File: config.mk
export PLATFORM = sky130hd
export DESIGN_NAME = bist_launch_ctrl
export DESIGN_NICKNAME = d
export VERILOG_FILES = /design/src/rtl/bist_launch_pkg.sv /design/src/rtl/bist_port_lock.sv /design/src/rtl/bist_launch_sel.sv /design/src/rtl/bist_launch_ctrl.sv
export SDC_FILE = /design/constraint.sdc
export NUM_CORES = 1
export LEC_CHECK = 0
export BUFFER_PORTS_ARGS = -buffer_cell sky130_fd_sc_hd__buf_2
export CORE_MARGIN = 2
export CORE_UTILIZATION = 33
export CTS_CLUSTER_SIZE = 28
export DETAILED_ROUTE_END_ITERATION = 6
export PLACE_DENSITY = 0.87
export SLEW_MARGIN = 15
export SYNTH_ARGS = -nofsm -noshare
export SYNTH_HDL_FRONTEND = slang
export SYNTH_SLANG_ARGS = --single-unit
File: constraint.sdc
create_clock -name clk -period 1.1 [get_ports clk]
set_clock_uncertainty 0.05 [all_clocks]
set_input_delay 0.055 -clock clk [delete_from_list [all_inputs] [get_ports clk]]
set_output_delay 0.055 -clock clk [all_outputs]
set_load 0.05 [all_outputs]
File: src/rtl/bist_launch_pkg.sv
package bist_launch_pkg;
    localparam int N_PORTS   = 2;
    localparam int PARAM_W   = 6;
    localparam int WORD_W    = 32;
    localparam int OK_BIT    = 11;
    localparam int ERR_BIT   = 10;
    localparam int START_LSB = 8;
    localparam int PARAM_LSB = 2;
    localparam int PORT_W    = $clog2(N_PORTS);

    typedef struct packed {
        logic                 flag_ok;
        logic                 flag_err;
        logic [N_PORTS-1:0]   start;
        logic [PARAM_W-1:0]   param;
        logic                 pend;
        logic [PORT_W-1:0]    pend_port;
        logic                 launch;
        logic [PORT_W-1:0]    launch_port;
    } ctl_state_t;
endpackage

File: src/rtl/bist_port_lock.sv
module bist_port_lock (
    input  logic clk,
    input  logic rst_n,
    input  logic success,
    input  logic port_en,
    output logic locked
);
    typedef struct packed {
        logic en;
        logic lock;
    } lock_state_t;

    lock_state_t s_d, s_q;

    always_comb begin
        s_d    = s_q;
        s_d.en = port_en;
        if (success)
            s_d.lock = 1'b1;
        else if (port_en && !s_q.en)
            s_d.lock = 1'b0;
    end

    always_ff @(posedge clk) begin
        if (!rst_n)
            s_q <= '0;
        else
            s_q <= s_d;
    end

    assign locked = s_q.lock;
endmodule

File: src/rtl/bist_launch_sel.sv
module bist_launch_sel
    import bist_launch_pkg::*;
(
    input  logic [N_PORTS-1:0] rise,
    input  logic [N_PORTS-1:0] ready,
    input  logic [N_PORTS-1:0] locked,
    input  logic               busy,
    output logic               fire,
    output logic [PORT_W-1:0]  fire_port
);
    logic [N_PORTS-1:0] eligible;

    genvar g;
    generate
        for (g = 0; g < N_PORTS; g++) begin : g_elig
            assign eligible[g] = rise[g] & ready[g] & ~locked[g] & ~busy;
        end
    endgenerate

    always_comb begin
        fire      = 1'b0;
        fire_port = '0;
        for (int p = N_PORTS - 1; p >= 0; p--) begin
            if (eligible[p]) begin
                fire      = 1'b1;
                fire_port = PORT_W'(p);
            end
        end
    end
endmodule

File: src/rtl/bist_launch_ctrl.sv
module bist_launch_ctrl
    import bist_launch_pkg::*;
(
    input  logic                clk,
    input  logic                rst_n,
    input  logic                reg_wr_en,
    input  logic [WORD_W-1:0]   reg_wr_data,
    output logic [WORD_W-1:0]   reg_rd_data,
    input  logic [N_PORTS-1:0]  dev_ready,
    input  logic [N_PORTS-1:0]  port_en,
    output logic                launch_valid,
    output logic [PORT_W-1:0]   launch_port,
    output logic [PARAM_W-1:0]  launch_param,
    input  logic                cpl_ok,
    input  logic                cpl_err
);
    ctl_state_t s_d, s_q;

    logic [N_PORTS-1:0] wr_start;
    logic [N_PORTS-1:0] rise;
    logic [N_PORTS-1:0] locked;
    logic [N_PORTS-1:0] success;
    logic               fire;
    logic [PORT_W-1:0]  fire_port;
    logic               done_ok;
    logic               done_err;
    logic               pending;

    assign wr_start = reg_wr_data[START_LSB +: N_PORTS];
    assign rise     = reg_wr_en ? (wr_start & ~s_q.start) : '0;
    assign pending  = s_q.pend;
    assign done_ok  = cpl_ok & s_q.pend;
    assign done_err = cpl_err & ~cpl_ok & s_q.pend;

    bist_launch_sel i_sel (
        .rise      (rise),
        .ready     (dev_ready),
        .locked    (locked),
        .busy      (s_q.pend),
        .fire      (fire),
        .fire_port (fire_port)
    );

    genvar g;
    generate
        for (g = 0; g < N_PORTS; g++) begin : g_lock
            assign success[g] = done_ok && (s_q.pend_port == PORT_W'(g));
            bist_port_lock i_lock (
                .clk     (clk),
                .rst_n   (rst_n),
                .success (success[g]),
                .port_en (port_en[g]),
                .locked  (locked[g])
            );
        end
    endgenerate

    always_comb begin
        s_d        = s_q;
        s_d.launch = 1'b0;

        if (reg_wr_en) begin
            s_d.start = wr_start;
            s_d.param = reg_wr_data[PARAM_LSB +: PARAM_W];
            if (reg_wr_data[OK_BIT])
                s_d.flag_ok = 1'b0;
            if (reg_wr_data[ERR_BIT])
                s_d.flag_err = 1'b0;
        end

        if (done_ok)
            s_d.flag_ok = 1'b1;
        if (done_err)
            s_d.flag_err = 1'b1;

        if (done_ok || done_err)
            s_d.pend = 1'b0;

        if (fire) begin
            s_d.pend        = 1'b1;
            s_d.pend_port   = fire_port;
            s_d.launch      = 1'b1;
            s_d.launch_port = fire_port;
        end
    end

    always_ff @(posedge clk) begin
        if (!rst_n)
            s_q <= '0;
        else
            s_q <= s_d;
    end

    always_comb begin
        reg_rd_data                          = '0;
        reg_rd_data[OK_BIT]                  = s_q.flag_ok;
        reg_rd_data[ERR_BIT]                 = s_q.flag_err;
        reg_rd_data[START_LSB +: N_PORTS]    = s_q.start;
        reg_rd_data[PARAM_LSB +: PARAM_W]    = s_q.param;
    end

    assign launch_valid = s_q.launch;
    assign launch_port  = s_q.launch_port;
    assign launch_param = s_q.param;
endmodule

### After elaboration in Yosys (flattened, before gate mapping)

Index checks and enable logic that the tools add are counted.

* mux-type cells: 15
* bitwise gates (word level): 16
* reductions and logical operators: 16

Operators with widths (count)
* 2-bit nonzero test: 7
* 1-bit 2-to-1 mux: 12
* 10-bit 2-to-1 mux: 1
* 1-bit AND: 9
* 1-bit inverter: 5
* 1-bit logical AND: 4
* 4-bit 2-to-1 mux: 1
* 2-bit AND reduction: 2
* 2-bit AND: 1
* 1-bit logical NOT: 2
* 2-bit 2-to-1 mux: 1
* 2-bit inverter: 1
* 1-bit logical OR: 1

* register bits: 17
* input port bits: 41
* output and inout port bits: 40
* logic and storage cells: 58

### Longest topological paths before layout

* depth after elaboration: 9
* depth in mapped cells: 4

### Hierarchy

From an unflattened synthesis, not the netlist that was laid out.

* cell total of the unflattened synthesis: 91
* area, all modules: 912.1 um^2

By module, submodules not included
* bist_launch_ctrl: times used 1, cells each 75, area an instance 737.0 um^2, sequential area each 260.2 um^2
* bist_port_lock: times used 2, cells each 6, area an instance 68.8 um^2, sequential area each 40.0 um^2
* bist_launch_sel: times used 1, cells each 4, area an instance 37.5 um^2, sequential area each 0.0 um^2

### Worst setup path before layout

OpenSTA, ideal clock, no wires.

* path kind: register -> register
* start point: register s_q (netlist bit reg_rd_data[9])
* end point: register s_q (netlist bit pending)
* setup time: 0.120 ns
* data arrival time: 1.156 ns
* required time: 0.930 ns
* setup slack: -0.226 ns
* stages on the path, launching flop included: 4
* path buffers: 0
* period minus slack after synthesis: 1.326 ns
* cells stage by stage: dfxtp_1 -> nand4bb_1 -> nor2_1 -> o31a_1

* word-level cells in the longest chain between the ends: 9
* elaborated cells on any way between the ends: 10

RTL lines
* start: declaration: line bist_launch_ctrl.sv:17 `ctl_state_t s_d, s_q;`
* start signal: assignment: line bist_launch_ctrl.sv:89 `s_q <= '0;`
* start signal: assignment: line bist_launch_ctrl.sv:91 `s_q <= s_d;`
* 2-bit inverter (*): line bist_launch_ctrl.sv:30 `assign rise = reg_wr_en ? (wr_start & ~s_q.start) : '0;`
* 2-bit AND (*): line bist_launch_ctrl.sv:30
* 2-bit 2-to-1 mux (*): line bist_launch_ctrl.sv:30
* 1-bit AND (*) (3 in series): line bist_launch_sel.sv:16 `assign eligible[g] = rise[g] & ready[g] & ~locked[g] & ~busy;`
* 1-bit 2-to-1 mux (*) (2 in series): line bist_launch_sel.sv:24 `if (eligible[p]) begin`
* 4-bit 2-to-1 mux or 2-bit nonzero test (tied branches)

Every way passes the cells marked *; elsewhere a longest branch is shown, timed or not.
A chain may end at the register's enable or synchronous reset.

### Worst setup path in the final report

* start point: input reg_wr_data[8]
* end point: register s_q (netlist bit launch_port)

* word-level cells in the longest chain between the ends: 6
* elaborated cells on any way between the ends: 7

RTL lines
* start: declaration: line bist_launch_ctrl.sv:7 `input logic [WORD_W-1:0] reg_wr_data,`
* 2-bit AND (*): line bist_launch_ctrl.sv:30
* 2-bit 2-to-1 mux (*): line bist_launch_ctrl.sv:30
* 1-bit AND (*) (3 in series): line bist_launch_sel.sv:16
* 1-bit 2-to-1 mux: line bist_launch_sel.sv:24

Marked as above.

==> reports/qor.yml <==
run_status: "finished clean"
path_class: "input pin to flip-flop"
finish.net_count: 177
ioPinCount: 81
chipWidth_um: 55.85
instances_no_fill: 165
finalSetupViolCount: 0
crit_share_post_route: 0.9731
postSynth.asyncResetShare: 0
worst_path_dominant_cell_family: "buffers and inverters"
die_area_mm2: 0.003119
ys_top_cells_by_count: "buf_4, dfxtp_1, nor2b_1"
globalplace.congestion: 0.6504
post_synth_inst_count: 91
drt-total-wl_mm: 1.765
grt_antenna_before_repair: 0
crit_fanout: 3
path_cells: "dlygate4sd3_1 > buf_2 > nand2_2 > nor4_4 > and3b_1"
number_of_sinks_on_the_clock_net: 17
crit_path_top_delay_cell: "dlygate4sd3_1"
multiInputGateArea_um2: 395.4
htreeDepth: 1
clockBufferDepth: 2
drv_slew: 0
drive_above_1_share: 0.3556
buffer_ports.inserted: 36
ys_seq_elements: 17
firstDrtPassIters: 4
final.fill_count: 251
timing.critical_path.arrival_ns: 1.21
synth.most_common_cell: "buf_4"
antenna-diode-count: 0
min_path_type: "input pin to flip-flop"
setup.worst_path.end_class: "flip-flop"
synthFlopType: "dfxtp_1"
top_achievable_clock_speed_ghz: 0.9342
power-per-cell-area_mw_per_mm2: 1317
synth_warnings: 0
unrepaired_setup_endpoints_after_global_routing: "false"
cts.root.buffer_cell: "clkbuf_4"
drt-initial-drc-count: 2
totalNegativeSetupSlack_ns: 0
post-place-cells: 151
worstPathRequired_ns: 1.24
worst-path-buf-inv: 2
grt-ovfl-total: 0
num_vias: 676
cts-buffers-inserted: 3
flow.area_growth_from_synthesis_pct: 27.36
synth_top_cells_by_area: "dfxtp_1, buf_4, mux2i_1"
detail-route-antenna-nets: 0
synth_top_cell_area_share: 0.3836
globalRouteTotalUtil: 0.1192
sequential_cell_area_um2: 345.3
initial_core_util: 0.3517
synth_area_leader_cell: "dfxtp_1"
detail_route.drc_violations: 0
grt_max_degree: 18
seq_area_frac_synth: 0.3836
synthesized_area_per_cell_um2: 9.748
crit_path_start_kind: "input pin"
floorplan.core_area_mm2: 0.002522
floorplan.die.height_um: 55.85
grt_pass1_wl_mm: 2.946
routed_via_density: 4.097
number_of_flops_mapped_to_enable_cells_by_yosys: 0
post-route-util: 0.4479
cellLeakagePower_nw: 0.5737
cts.reportedPaths.clkPinSlew_ns: 0.10
maxCapViolCount: 0
placement_rows: 18
tritoncts: "done"
syn_area_um2: 887.1
drt-wirelength-per-cell_um: 10.70
max_stage_delay_ns: 0.52
finalHoldViolCount: 0
clk_latency_ns: 0.29
final.min_clock_period_ns: 1.070
synth.lib_cells_used.distinct: 24
number_of_global_route_vias_before_repair: 649
worst_ir_drop_vdd_mv: 0.7813
detailedPlacementHpwl_mm: 1.298
## worst paths after layout
| check | slack (ns) | end | startpoint | depth (start not counted) |
|---|---|---|---|---|
| setup / recovery | 0.03 | launch_port$_SDFFE_PN0P_ | reg_wr_data[8] | 5 |
| hold / removal | 0.03 | reg_rd_data[10]$_SDFFE_PN0P_ | cpl_err | 3 |
| setup reg to reg | 0.05 | launch_port$_SDFFE_PN0P_ | g_lock[0].i_lock.locked$_SDFFE_PN0P_ | 2 |
| hold reg to reg | 0.44 | g_lock[1].i_lock.locked$_SDFFE_PN0P_ | g_lock[1].i_lock.locked$_SDFFE_PN0P_ | 2 |
## area by class of cell
type	instances	area share
multi-input cells	62	0.3499
clock inverters	1	0.004430
flip-flops and latches	17	0.3056
well taps	30	0.03322
clock buffers	3	0.01993
inverters	3	0.009967
repair buffers	49	0.2769
## flip-flops by register name (all words and copies together), names as in the netlist
name,count
pending,1
g_lock.i_lock.locked,2
launch_param,6
launch_port,1
reg_rd_data,4
g_lock.i_lock.s_q,2
launch_valid,1
## power breakdown
| group | leakage [nW] | internal, mW | total, mW | switching, mW |
|---|---|---|---|---|
| clock | 0.0177 | 0.135 | 0.335 | 0.200 |
| sequential | 0.141 | 0.645 | 0.665 | 0.0198 |
| combinational | 0.415 | 0.124 | 0.488 | 0.364 |
| total | 0.574 | 0.904 | 1.49 | 0.584 |
## repair_timing
item	CTS	global route
endpoints found under the hold margin	10	0
setup buffers	0	0
setup endpoints to repair	0	5
hold buffers	10	0
resized for setup	0	5
## cells in the final DEF (no fill, tap or decap), types with 2 or more instances in the layout
master,netlist,routed
nor2b_1,10,10
dfxtp_1,17,15
and2_1,2,2
a21boi_0,2,2
inv_1,3,3
conb_1,1,22
nand2_1,3,2
buf_4,29,3
clkbuf_4,0,7
o21ai_0,2,2
mux2i_1,8,8
dlygate4sd3_1,0,10
buf_2,0,32
## per-stage QoR
step / setup slack, ns / total power [mW] / area [um2] / hold WS, ns
3_5_place_dp: 0.02521 / 1.134 / 989.7 / 0.2265
3_3_place_gp: 0.05198 / 1.128 / 989.7 / 0.2195
6_report: 0.02958 / 1.488 / 1130 / 0.02517
5_1_grt: 0.0009509 / 1.564 / 1130 / 0.04193
4_1_cts: 0.007398 / 1.496 / 1117 / 0.01780
2_1_floorplan: 0.02496 / 1.119 / 970.9 / 0.1267
## layer usage
metal | vias to the layer above | wire length (um) | GRT usage
met1 | 301 | 744 | 0.1420
li1 | 335 | - | -
met2 | 38 | 854 | 0.2075
met4 | 0 | 4 | 0.04082
met5 | - | 0 | 0
met3 | 2 | 161 | 0.03023
## worst reg2reg max path, cell delays in order, from the launching register on
cell     delay [ns]
dfxtp_1        0.36
nor4_4         0.33
and3b_1        0.21
## cell families after synthesis
logic type	after synthesis	share of synthesized area
compound gates	9	0.07335
buf+inv	33	0.2623
flops	17	0.3836
mux	8	0.09027
other cells	1	0.004227
simple gates	23	0.1862
Power figures use the tool's default switching activity.
